## src/rtl/spare_mig_pkg.sv

```systemverilog
package spare_mig_pkg;
    typedef enum logic [2:0] {
        ST_IDLE, ST_HALT, ST_COPY, ST_SWITCH, ST_RESUME, ST_DONE
    } mig_state_t;

    typedef enum logic [1:0] {
        PH_READ, PH_WAIT, PH_WRITE
    } copy_phase_t;
endpackage

```

## src/rtl/mig_fsm.sv

```systemverilog
module mig_fsm
    import spare_mig_pkg::*;
(
    input  logic       clk,
    input  logic       rst_n,
    input  logic       req,
    input  logic       restock,
    input  logic       host_busy,
    input  logic       copy_done,
    output mig_state_t state,
    output logic       accept,
    output logic       spare_avail,
    output logic       replace_needed
);
    mig_state_t nxt;

    // state register
    always_ff @(posedge clk) begin
        if (!rst_n) state <= ST_IDLE;
        else        state <= nxt;
    end

    // next state and acceptance
    always_comb begin
        accept = (state == ST_IDLE) && req && spare_avail;
        nxt    = state;
        unique case (state)
            ST_IDLE:   if (accept)     nxt = ST_HALT;
            ST_HALT:   if (!host_busy) nxt = ST_COPY;
            ST_COPY:   if (copy_done)  nxt = ST_SWITCH;
            ST_SWITCH: nxt = ST_RESUME;
            ST_RESUME: nxt = ST_DONE;
            ST_DONE:   nxt = ST_IDLE;
            default:   nxt = ST_IDLE;
        endcase
    end

    // spare availability and replacement flags
    always_ff @(posedge clk) begin
        if (!rst_n) begin
            spare_avail    <= 1'b1;
            replace_needed <= 1'b0;
        end else begin
            if (accept) begin
                spare_avail <= 1'b0;
            end else if (state == ST_IDLE && restock) begin
                spare_avail    <= 1'b1;
                replace_needed <= 1'b0;
            end
            if (state == ST_DONE) replace_needed <= 1'b1;
        end
    end

    assert_idle_no_spare_R1: assert property (@(posedge clk) disable iff (!rst_n)
        (state == ST_IDLE && !spare_avail) |=> state == ST_IDLE);

    assert_halt_hold_R2: assert property (@(posedge clk) disable iff (!rst_n)
        (state == ST_HALT && host_busy) |=> state == ST_HALT);
endmodule

```

## src/rtl/copy_engine.sv

```systemverilog
module copy_engine
    import spare_mig_pkg::*;
#(
    parameter  int CW_W  = 72,
    parameter  int WORDS = 16,
    localparam int IDX_W = $clog2(WORDS)
) (
    input  logic             clk,
    input  logic             rst_n,
    input  logic             start,
    input  logic             run,
    input  logic             rd_valid,
    input  logic [CW_W-1:0]  rd_data,
    input  logic             wr_ack,
    output logic             rd_req,
    output logic             wr_req,
    output logic [IDX_W-1:0] idx,
    output logic [CW_W-1:0]  wr_data,
    output logic             done
);
    localparam logic [IDX_W-1:0] LAST = IDX_W'(WORDS - 1);

    copy_phase_t     ph;
    logic [CW_W-1:0] hold_q;

    always_ff @(posedge clk) begin
        if (!rst_n) begin
            ph     <= PH_READ;
            idx    <= '0;
            hold_q <= '0;
        end else if (start) begin
            ph  <= PH_READ;
            idx <= '0;
        end else if (run) begin
            unique case (ph)
                PH_READ: ph <= PH_WAIT;
                PH_WAIT: if (rd_valid) begin
                    hold_q <= rd_data;
                    ph     <= PH_WRITE;
                end
                PH_WRITE: if (wr_ack) begin
                    ph <= PH_READ;
                    if (idx != LAST) idx <= idx + 1'b1;
                end
                default: ph <= PH_READ;
            endcase
        end
    end

    always_comb begin
        rd_req  = run && (ph == PH_READ);
        wr_req  = run && (ph == PH_WRITE);
        wr_data = hold_q;
        done    = run && (ph == PH_WRITE) && wr_ack && (idx == LAST);
    end
endmodule

```

## src/rtl/remap_reg.sv

```systemverilog
module remap_reg #(
    parameter int RID_W = 2
) (
    input  logic             clk,
    input  logic             rst_n,
    input  logic             load,
    input  logic [RID_W-1:0] load_region,
    input  logic [RID_W-1:0] host_region,
    output logic             map_active,
    output logic [RID_W-1:0] map_region,
    output logic             host_to_spare
);
    // one register write moves the whole mapping at once
    always_ff @(posedge clk) begin
        if (!rst_n) begin
            map_active <= 1'b0;
            map_region <= '0;
        end else if (load) begin
            map_active <= 1'b1;
            map_region <= load_region;
        end
    end

    always_comb host_to_spare = map_active && (host_region == map_region);
endmodule

```

## src/rtl/spare_migrator.sv

```systemverilog
module spare_migrator
    import spare_mig_pkg::*;
#(
    parameter  int CW_W  = 72,
    parameter  int WORDS = 16,
    parameter  int RID_W = 2,
    localparam int IDX_W = $clog2(WORDS)
) (
    input  logic             clk,
    input  logic             rst_n,
    input  logic             spare_req,
    input  logic [RID_W-1:0] spare_target,
    input  logic             spare_restock,
    input  logic             host_busy,
    input  logic [RID_W-1:0] host_region,
    output logic             host_stall,
    output logic             host_to_spare,
    output logic             rd_req,
    output logic [RID_W-1:0] rd_region,
    output logic [IDX_W-1:0] rd_addr,
    input  logic             rd_valid,
    input  logic [CW_W-1:0]  rd_data,
    output logic             wr_req,
    output logic [IDX_W-1:0] wr_addr,
    output logic [CW_W-1:0]  wr_data,
    input  logic             wr_ack,
    output logic             busy,
    output logic             spare_avail,
    output logic             replace_needed
);
    mig_state_t       state;
    logic             accept;
    logic             copy_done;
    logic             host_block;
    logic             map_active;
    logic [RID_W-1:0] map_region;
    logic [RID_W-1:0] target_q;
    logic [IDX_W-1:0] idx;

    mig_fsm i_fsm (
        .clk            (clk),
        .rst_n          (rst_n),
        .req            (spare_req),
        .restock        (spare_restock),
        .host_busy      (host_busy),
        .copy_done      (copy_done),
        .state          (state),
        .accept         (accept),
        .spare_avail    (spare_avail),
        .replace_needed (replace_needed)
    );

    always_ff @(posedge clk) begin
        if (!rst_n)      target_q <= '0;
        else if (accept) target_q <= spare_target;
    end

    copy_engine #(.CW_W(CW_W), .WORDS(WORDS)) i_copy (
        .clk      (clk),
        .rst_n    (rst_n),
        .start    (state == ST_HALT && !host_busy),
        .run      (state == ST_COPY),
        .rd_valid (rd_valid),
        .rd_data  (rd_data),
        .wr_ack   (wr_ack),
        .rd_req   (rd_req),
        .wr_req   (wr_req),
        .idx      (idx),
        .wr_data  (wr_data),
        .done     (copy_done)
    );

    remap_reg #(.RID_W(RID_W)) i_map (
        .clk           (clk),
        .rst_n         (rst_n),
        .load          (state == ST_SWITCH),
        .load_region   (target_q),
        .host_region   (host_region),
        .map_active    (map_active),
        .map_region    (map_region),
        .host_to_spare (host_to_spare)
    );

    always_comb begin
        host_block = (state == ST_HALT) || (state == ST_COPY) || (state == ST_SWITCH);
        host_stall = host_block && (host_region == target_q);
        rd_region  = target_q;
        rd_addr    = idx;
        wr_addr    = idx;
        busy       = (state != ST_IDLE);
    end

    assert_copy_fenced_R2: assert property (@(posedge clk) disable iff (!rst_n)
        (rd_req || wr_req) |-> host_block);

    assert_wr_codeword_R3: assert property (@(posedge clk) disable iff (!rst_n)
        $rose(wr_req) |-> ($past(rd_valid) && wr_data == $past(rd_data)));

    assert_map_only_in_switch_R4: assert property (@(posedge clk) disable iff (!rst_n)
        (state != ST_SWITCH) |=> $stable({map_active, map_region}));

    assert_replace_after_map_R5: assert property (@(posedge clk) disable iff (!rst_n)
        $rose(replace_needed) |-> map_active);

    assert_copy_no_spare_R6: assert property (@(posedge clk) disable iff (!rst_n)
        (rd_req || wr_req) |-> !spare_avail);
endmodule

```

## config.mk

```make
export PLATFORM = sky130hd
export DESIGN_NAME = spare_migrator
export DESIGN_NICKNAME = d
export VERILOG_FILES = /design/src/rtl/spare_mig_pkg.sv /design/src/rtl/mig_fsm.sv /design/src/rtl/copy_engine.sv /design/src/rtl/remap_reg.sv /design/src/rtl/spare_migrator.sv
export SDC_FILE = /design/constraint.sdc
export NUM_CORES = 1
export LEC_CHECK = 0
export ABC_AREA = 0
export BUFFER_PORTS_ARGS = -buffer_cell sky130_fd_sc_hd__clkbuf_2
export CORE_UTILIZATION = 46
export DETAILED_ROUTE_END_ITERATION = 6
export HOLD_SLACK_MARGIN = 0.1
export PLACE_DENSITY = 0.8
export SLEW_MARGIN = 5
export SYNTH_ARGS = -nofsm -noshare
export SYNTH_HDL_FRONTEND = slang
export SYNTH_SLANG_ARGS = --single-unit
```

## constraint.sdc

```tcl
create_clock -name clk -period 2.2 [get_ports clk]
set_input_delay 0.11 -clock clk [delete_from_list [all_inputs] [get_ports clk]]
set_output_delay 0.11 -clock clk [all_outputs]
set_load 0.005 [all_outputs]
```

==> summary by stage, run 1 <==
Place
The count of buffers added on input and output ports is approximately 170. Including well taps, the total number of placed cells is approximately 660. The instance area after placement is about 4400 sq um.

The HPWL after detailed placement is around 6500 um. The final weighted congestion of routability-driven global placement is between 0.7 and 0.8.

STA
The transition time at the pin with the least slew margin is ~0.48 ns. The shortest period the worst path allows is just over 2 ns. The achievable frequency is a little under 0.5 GHz. Setup violations remaining at the end of the flow were counted as 0. The worst relative slew slack is about two thirds.

The final worst clock skew is approximately 0.013 ns. The worst path uses between 90 and 100% of the clock period. The summed negative setup slack over all endpoints is 0 ns. The count of endpoints failing hold in the final timing report came to 0. The final-report max-slew violation count came to 0. Setup repair after global routing left no endpoint under its margin.

Detailed routing
Dividing the detail-routed wire length by the instance count gives roughly 15 um. Across all layers, the routed design uses roughly 4000 vias. Dividing the detail-routed via count by the number of cells gives 5.43. The final layout contains routed wiring with a total length of between 10000 and 15000 um. The number of DRC violations after detailed routing is 0.

The detailed router's first-iteration violation count is between 200 and 250. In this run the remaining antenna-violating nets after routing total 0. The first-pass detailed-route iteration total is 4.

Synthesis
In the post-synthesis netlist, the biggest area contributors are sky130_fd_sc_hd__dfxtp_1 (50%), sky130_fd_sc_hd__a21oi_1 (12%), sky130_fd_sc_hd__nand3_1 (11%), sky130_fd_sc_hd__o21ai_0 (11%), sky130_fd_sc_hd__clkbuf_1 (3.6%). The number of warnings issued by yosys is 0. The number of standard cells after synthesis is between 400 and 500. The cell area that synthesis handed to floorplanning was roughly 3500 sq um. The synthesized net count is between 500 and 600. Summed over all instances, the cell type with the most area after synthesis is sky130_fd_sc_hd__dfxtp_1.

Each instance of the synthesized netlist takes up on average around 8.2 sq um. Of the synthesized area, sequential elements account for between 40 and 50%. After synthesis the netlist holds a flip-flop and latch count of 88. The portion of synthesized cell area occupied by the leading cell type is between 40% and 50%.

The unique cell type count in the Yosys netlist is 35.

Min path
The min-delay analysis places its worst path in the category input port to flop.

Floorplan
For this configuration, the core starts out at a cell density of about half. Row generation in the floorplan step produced 31 rows. The region available for standard cell placement spans between 7000 and 8000 sq um. The boundary pin count is roughly 170. The die covers ~8100 sq um. The height of the die is between 80 and 90 um. In this run the horizontal extent of the chip is 89.8 um.

Layout
The area taken by flip-flops and latches is approximately 1800 sq um. The layout cell share with drive strength beyond 1 is between 30% and 40%. At the end of the flow, the number of nets in the layout was approximately 740.

The area growth from synthesis to layout is 53.6%. The final core utilization is about three quarters. The library cell used most frequently in the layout, excluding fill and tap cells, is sky130_fd_sc_hd__clkbuf_2. Summing all multi-input logic gate instances after layout gives between 1500 and 2000 sq um. The count of placed standard cells in the final layout, fillers left out is roughly 760.

The antenna diode count is 0. Fill cells in the final layout number 550. The final cell area excluding filler cells is 5450 sq um. In the layout the commonest cells are sky130_fd_sc_hd__clkbuf_2 (171), sky130_fd_sc_hd__dfxtp_1 (86), sky130_fd_sc_hd__a21oi_1 (82).

Power
The worst-case IR drop observed on VDD is 0.424 mV. For this design the static power due to leakage is 2.28 nW. The total power density per cell area is 628 nW/um^2.

Setup path
The required arrival time at the worst endpoint is roughly 2.1 ns. The signal on the critical path passes through or3b_2, buf_6, nor3b_1, clkbuf_2. The delay contributed by the slowest stage of the critical path is about 0.56 ns. The arrival time at the worst endpoint is 1.91 ns.

STA classifies the critical path startpoint as a flop. Of all nets on the critical path, the largest fanout is 42. For this design, the slowest cell found on the critical path is sky130_fd_sc_hd__or3b_2. The worst setup path is captured at an output pin. The type of the setup path with the least slack is flop to output pin.

Clock tree
The number of buffers created by CTS is 9. Clock-pin slew was measured on the worst setup and hold paths at around 0.080 ns. The library cell used as clock root buffer is sky130_fd_sc_hd__clkbuf_8. The H-tree generated during clock tree synthesis spans 3 levels.

The maximum buffer depth of the clock tree is 2. Clock tree synthesis found a total of 88 sinks. The later-pin clock latency in the skew report is 0.35 ns. The number of setup buffers added after CTS is 0. The TritonCTS clock tree is built.

Global route
The global-route wire length before repair is between 15000 and 20000 um. The initial antenna violation count was 0. The aggregate global routing overflow is 0. The largest net degree at the start of global routing is 43. The number of global-route vias before repair came to roughly 4000. In the global route stage, overall resource usage came out at 28.1%.

Run
Across the run, the number of max-cap violations was 0.

Status
The run finished with clean final reports.
## Yosys cell counts
cell	count
sky130_fd_sc_hd__nor4bb_1	1
sky130_fd_sc_hd__nor4_1	2
sky130_fd_sc_hd__inv_2	1
sky130_fd_sc_hd__and3b_1	2
sky130_fd_sc_hd__buf_1	2
sky130_fd_sc_hd__or4_1	2
sky130_fd_sc_hd__nand4_1	1
sky130_fd_sc_hd__nor2_1	4
sky130_fd_sc_hd__a221oi_1	1
sky130_fd_sc_hd__mux2i_1	3
sky130_fd_sc_hd__xor2_1	4
sky130_fd_sc_hd__a21oi_1	82
sky130_fd_sc_hd__buf_2	9
sky130_fd_sc_hd__o31ai_1	2
sky130_fd_sc_hd__nor4_2	1
sky130_fd_sc_hd__a21o_1	1
sky130_fd_sc_hd__nand2_1	9
sky130_fd_sc_hd__nand3_1	75
sky130_fd_sc_hd__buf_4	4
sky130_fd_sc_hd__o41ai_1	2
sky130_fd_sc_hd__clkbuf_1	34
sky130_fd_sc_hd__dfxtp_1	88
sky130_fd_sc_hd__nand3b_1	6
sky130_fd_sc_hd__o21ai_0	75
sky130_fd_sc_hd__or3b_1	1
sky130_fd_sc_hd__nand2b_1	3
sky130_fd_sc_hd__inv_1	2
sky130_fd_sc_hd__a31oi_1	1
sky130_fd_sc_hd__o22ai_1	1
sky130_fd_sc_hd__or4b_2	1
sky130_fd_sc_hd__and3_1	2
sky130_fd_sc_hd__nor3_1	4
sky130_fd_sc_hd__nor2b_1	1
sky130_fd_sc_hd__ha_1	1
sky130_fd_sc_hd__nor3b_1	3
## metal layers
| metal | routed length, um | vias up | GRT usage (%) |
|---|---|---|---|
| met2 | 5540 | 200 | 49.4 |
| met4 | 248 | 0 | 9.43 |
| met5 | 0 | - | 0 |
| met3 | 902 | 21 | 6.68 |
| li1 | - | 1990 | - |
| met1 | 4540 | 1895 | 33.4 |
## sequential cells by signal (all words and copies together), names as in the netlist
register	count
rd_region	2
i_fsm.replace_needed	1
i_fsm.state	3
i_copy.ph	2
i_map.map_active	1
i_copy.idx	4
i_copy.wr_data	72
i_fsm.spare_avail	1
i_map.map_region	2
## kinds of logic (layout without fill, tap and decap cells)
group,after synthesis,after routing,synth area share (%)
AO/OA/AOI/OAI,165,165,23.9
XOR/XNOR,4,4,0.987
adder cells (fa/ha/maj),1,1,0.352
buffers and inverters,52,278,6.24
flip-flops,88,88,49.6
multiplexers,3,3,0.846
AND/OR/NAND/NOR,118,118,18.1
## final cells by class
cell class                      count  share of cell area (%)
Sequential cell                    88                    32.3
Timing Repair Buffer              259                    31.7
Multi-Input combinational cell    291                    28.8
Clock buffer                       11                    2.78
Tap cell                           99                    2.27
Clock inverter                      5                    1.88
Inverter                            3                   0.206
## stage by stage
stage | setup WS [ns] | power (mW) | hold WS, ns
2_1_floorplan | 0.662 | 1.83 | 0.258
3_3_place_gp | 0.433 | 1.97 | 0.345
4_1_cts | 0.0343 | 3.44 | 0.110
3_5_place_dp | 0.384 | 1.97 | 0.351
6_report | 0.175 | 3.43 | 0.114
5_1_grt | 0.0602 | 3.56 | 0.140
## worst paths after layout
kind | startpoint | endpoint | slack (ns) | cells past startpoint
hold / removal | host_busy | i_fsm.state[1]$_SDFFE_PN0P_ | 0.11 | 3
setup / recovery | i_fsm.state[0]$_SDFFE_PN0P_ | wr_req | 0.18 | 4
hold reg to reg | i_map.map_active$_SDFFE_PN0P_ | i_map.map_active$_SDFFE_PN0P_ | 0.47 | 2
setup reg to reg | i_fsm.state[0]$_SDFFE_PN0P_ | i_fsm.spare_avail$_SDFFE_PN1P_ | 0.34 | 4
## what timing repair did
action | in CTS | in global routing
hold buffers | 78 | 0
hold endpoints to repair | 77 | 0
endpoints found under the setup margin | 0 | 2
resized for setup | 0 | 3
## worst max-delay path, delay by kind of cell, from the launching register on
kind	cells	cell delay (ns)
AND/OR/NAND/NOR	2	0.76
buffers and inverters	2	0.36
flip-flops	1	0.44
## where the power goes
part / internal (mW) / switching, mW
logic: 0.211 / 0.213
registers: 1.61 / 0.0276
clock network: 0.815 / 0.552
total: 2.63 / 0.792
Power figures use the tool's default switching activity.
==> run 2: changes to the inputs <==
--- a/config.mk
+++ b/config.mk
@@ -7,10 +7,10 @@
 export LEC_CHECK = 0
 export ABC_AREA = 0
 export BUFFER_PORTS_ARGS = -buffer_cell sky130_fd_sc_hd__clkbuf_2
-export CORE_UTILIZATION = 46
+export CORE_UTILIZATION = 45
 export DETAILED_ROUTE_END_ITERATION = 6
 export HOLD_SLACK_MARGIN = 0.1
-export PLACE_DENSITY = 0.8
+export PLACE_DENSITY = 0.78
 export SLEW_MARGIN = 5
 export SYNTH_ARGS = -nofsm -noshare
 export SYNTH_HDL_FRONTEND = slang
==> run 2 against run 1 <==
  * Via count grew 1.5%
  * Clock power down 15%
  * Final cell count is 0.53% higher
  * Worst hold slack improved by 0.031 ns
  * Highest routed layer unchanged
  * Utilization shrank 3.0 points
  * Routed wire length is 3.4% higher
  * Register-to-register slack better by 0.04 ns
  * Maximum frequency shrank 2.6%
  * Non-clock buffer count grew 1
  * Largest cell class is now non-clock buffers
  * Cell area grew 0.14%
==> summary by stage, run 2 (synthesized netlist as in run 1, its figures left out) <==
Setup path
The cell class contributing the biggest share of worst-path delay is simple AND/OR/NAND/NOR gates. Traced cell by cell, the critical path runs through or3b_2, buf_6, nor3b_1, clkbuf_2. Among all stages on the critical path, the largest delay is contributed by sky130_fd_sc_hd__or3b_2. The combined buffer and inverter count along the critical path is 2 (unchanged). The sort of element at the end of the critical path is an output pin. The arrival time at the worst endpoint was 1.97 ns (+0.06 ns). The delay contributed by the slowest stage of the critical path was 0.53 ns (-0.03 ns). The type of the setup path with the least slack is flop to output pin. The required arrival time at the worst endpoint came to 2.09 ns (about the same).

The top fanout value on the critical path is 55 (+31%). The element type at the critical path start is a flop.

Detailed routing
The first-pass detailed-route iteration total came to 4 (unchanged). The routed via count divided by cell count is 5.48 (+0.95%). The number of DRC violations after detailed routing came to 0 (unchanged). The total via count after detailed routing is 4167 (+1.5%). The number of nets still failing antenna checks after routing was 0 (unchanged). The detailed router's first-iteration violation count is 208 (-3.3%). The wire length reported by the detailed router is 11600 um (+3.4%). The average routed wire per standard cell is 15.3 um (+2.9%).

Layout
The antenna diode count came to 0 (unchanged). The final cell area excluding filler cells is 5460 sq um (+0.14%). The area taken by flip-flops and latches is 1770 sq um (about the same). The layout cell share with drive strength beyond 1 was 31.2% (-0.047 points).

The combined area of the multi-input logic cells is 1570 sq um (unchanged). The number of nets in the layout was 737 (+0.14%). The final core utilization is 71.0% (-3.0 points). The flip-flop count of the largest register, all copies and words added is 72 (unchanged).

The most common cell after layout, fill and taps aside is sky130_fd_sc_hd__clkbuf_2. The library cells used most frequently in the layout, excluding fill and tap cells, are sky130_fd_sc_hd__clkbuf_2 (171), sky130_fd_sc_hd__dfxtp_1 (85), sky130_fd_sc_hd__a21oi_1 (82). The number of fill cells is 609 (+11%). Compared with the post-synthesis result, the final layout area differs by 53.9%.

Global route
The aggregate global-route resource usage is 28.1% (+0.078 points). The aggregate global routing overflow is 0 (unchanged). The global-route wire length before repair is 18700 um (-0.26%). The largest net degree at the start of global routing is 56 (+30%). The number of global-route vias before repair was 3917 (-2.1%). The initial antenna violation count is 0 (unchanged).

Power
The cell-internal power came to 2.37 mW (-9.9%). The combinational group share of total power is 13.3% (+0.9 points). The largest voltage drop on the vdd net came to 0.360 mV (-15%). The sequential share of power is 50.5% (+2.8 points). The switching part of the total power is 26.8% (+3.7 points).

The switching component of the power is 870 uW (+9.8%). The portion of total power attributed to the clock network is 36.1% (-3.8 points). The total power density per cell area came to 594 nW/um^2 (-5.5%).

The total design power is 3.24 mW (-5.4%). The reported leakage power is 2.27 nW (-0.56%).

STA
The count of endpoints failing hold in the final timing report is 0 (unchanged). The final worst clock skew is 0.0129 ns (-0.000290 ns). The shortest period the worst path allows was 2.08 ns (+0.0548 ns).

The hold slack is 0.145 ns (+0.0305 ns). The transition time at the pin with the least slew margin was 0.652 ns (+0.177 ns). The achievable frequency came to 0.481 GHz (-2.6%).

The final-report max-slew violation count is 0 (unchanged). Setup repair after global routing left no endpoint under its margin. The count of endpoints failing setup in the final report was 0 (unchanged). The worst relative slew slack is 56.5% (-11 points). The summed negative setup slack over all endpoints is 0 ns (unchanged).

The final critical-path share of the clock period is 94.5% (+2.5 points).

Floorplan
The width of the chip is 90.8 um (+1.1%). The placeable core area was 7690 sq um (+4.3%). The height of the die is 90.8 um (+1.1%). The boundary pin count came to 172 (unchanged).

The area of the die was 8250 sq um (+2.2%). The initial cell density of the core was 46.2% (-2.0 points). The number of cell rows is 32 (+3.2%).

Clock tree
The number of setup buffers added after CTS came to 0 (unchanged). The clock edge transition at the registers on the reported setup and hold paths is 0.09 ns (about the same). The maximum buffer depth of the clock tree is 2 (unchanged). The number of levels the H-tree was split into is 3 (unchanged). In this run the clock root is driven by a sky130_fd_sc_hd__clkbuf_8.

The number of clock sinks came to 88 (unchanged). The TritonCTS clock tree is built. The number of buffers created by CTS came to 9 (unchanged). The later-pin clock latency in the skew report was 0.36 ns (about the same).

Place
The placed wire-length estimate after detailed placement is 6430 um (-1.2%). The count of port buffers added during placement is 171 (unchanged). The final weighted congestion of routability-driven global placement is 0.769 (+0.31%).

The instance area after placement came to 4450 sq um (+0.77%).

Min path
The type of the tightest min-delay check is input port to flop.

Status
The run finished with clean final reports.

Run
The max-capacitance violation count is 0 (unchanged).
run 2: cell types whose count changed in the layout (fill, tap and decap cells not counted), sizes merged, moves of 2 or more:
cell         change
inv              +4
bufinv           -2
clkbuf           -2
dlygate4sd3      +2
run 2: path summary, 6_finish.rpt:
path | from | end | slack, ns | cells after the start
worst max-delay path | i_fsm.state[1]$_SDFFE_PN0P_ | wr_req | 0.12 | 4
worst min-delay path | wr_ack | i_copy.ph[1]$_SDFFE_PP0P_ | 0.14 | 4
worst max register to register | i_fsm.state[0]$_SDFFE_PN0P_ | i_fsm.spare_avail$_SDFFE_PN1P_ | 0.38 | 4
worst min register to register | i_fsm.replace_needed$_SDFFE_PN0P_ | i_fsm.replace_needed$_SDFFE_PN0P_ | 0.48 | 2
run 2: metal layers:
layer	GRT usage [%]	up-vias	share of wire (%)
met3	7.32	26	6.8
met4	8.99	0	2.1
met2	47.8	204	50
met5	0	-	0
met1	34.7	1947	41
li1	-	1990	-
run 2: stage by stage:
stage | setup slack [ns] | cells
2_1_floorplan | 0.662 | 431
3_3_place_gp | 0.372 | 664
3_5_place_dp | 0.293 | 664
4_1_cts | 0.0439 | 760
5_1_grt | 0.0272 | 760
6_report | 0.120 | 760
run 2: cell type report:
type / count / area share, %
Clock inverter: 7 / 1.51
Clock buffer: 9 / 2.27
Multi-Input combinational cell: 291 / 28.8
Sequential cell: 88 / 32.3
Inverter: 3 / 0.206
Timing Repair Buffer: 260 / 32.6
Tap cell: 102 / 2.34
run 2: worst register-to-register path: cells and delay by family, from the launching register on:
family	cells	cell delay, ns
flip-flops	1	0.39
AND/OR/NAND/NOR	2	0.68
buffers and inverters	1	0.56
AO/OA/AOI/OAI	1	0.09
run 2: power by group through the flow:
stage | sequential, mW | combinational [mW] | clock (mW)
floorplan | 1.66 | 0.178 | 0
global placement | 1.67 | 0.302 | 0
detailed placement | 1.67 | 0.304 | 0
CTS | 1.64 | 0.421 | 1.20
global route | 1.64 | 0.470 | 1.27
finish | 1.64 | 0.433 | 1.17
run 2: timing repair:
action,CTS,global route
resized for setup,2,2
setup endpoints to repair,1,1
hold endpoints to repair,80,0
pin swaps,0,0
hold buffers,80,0
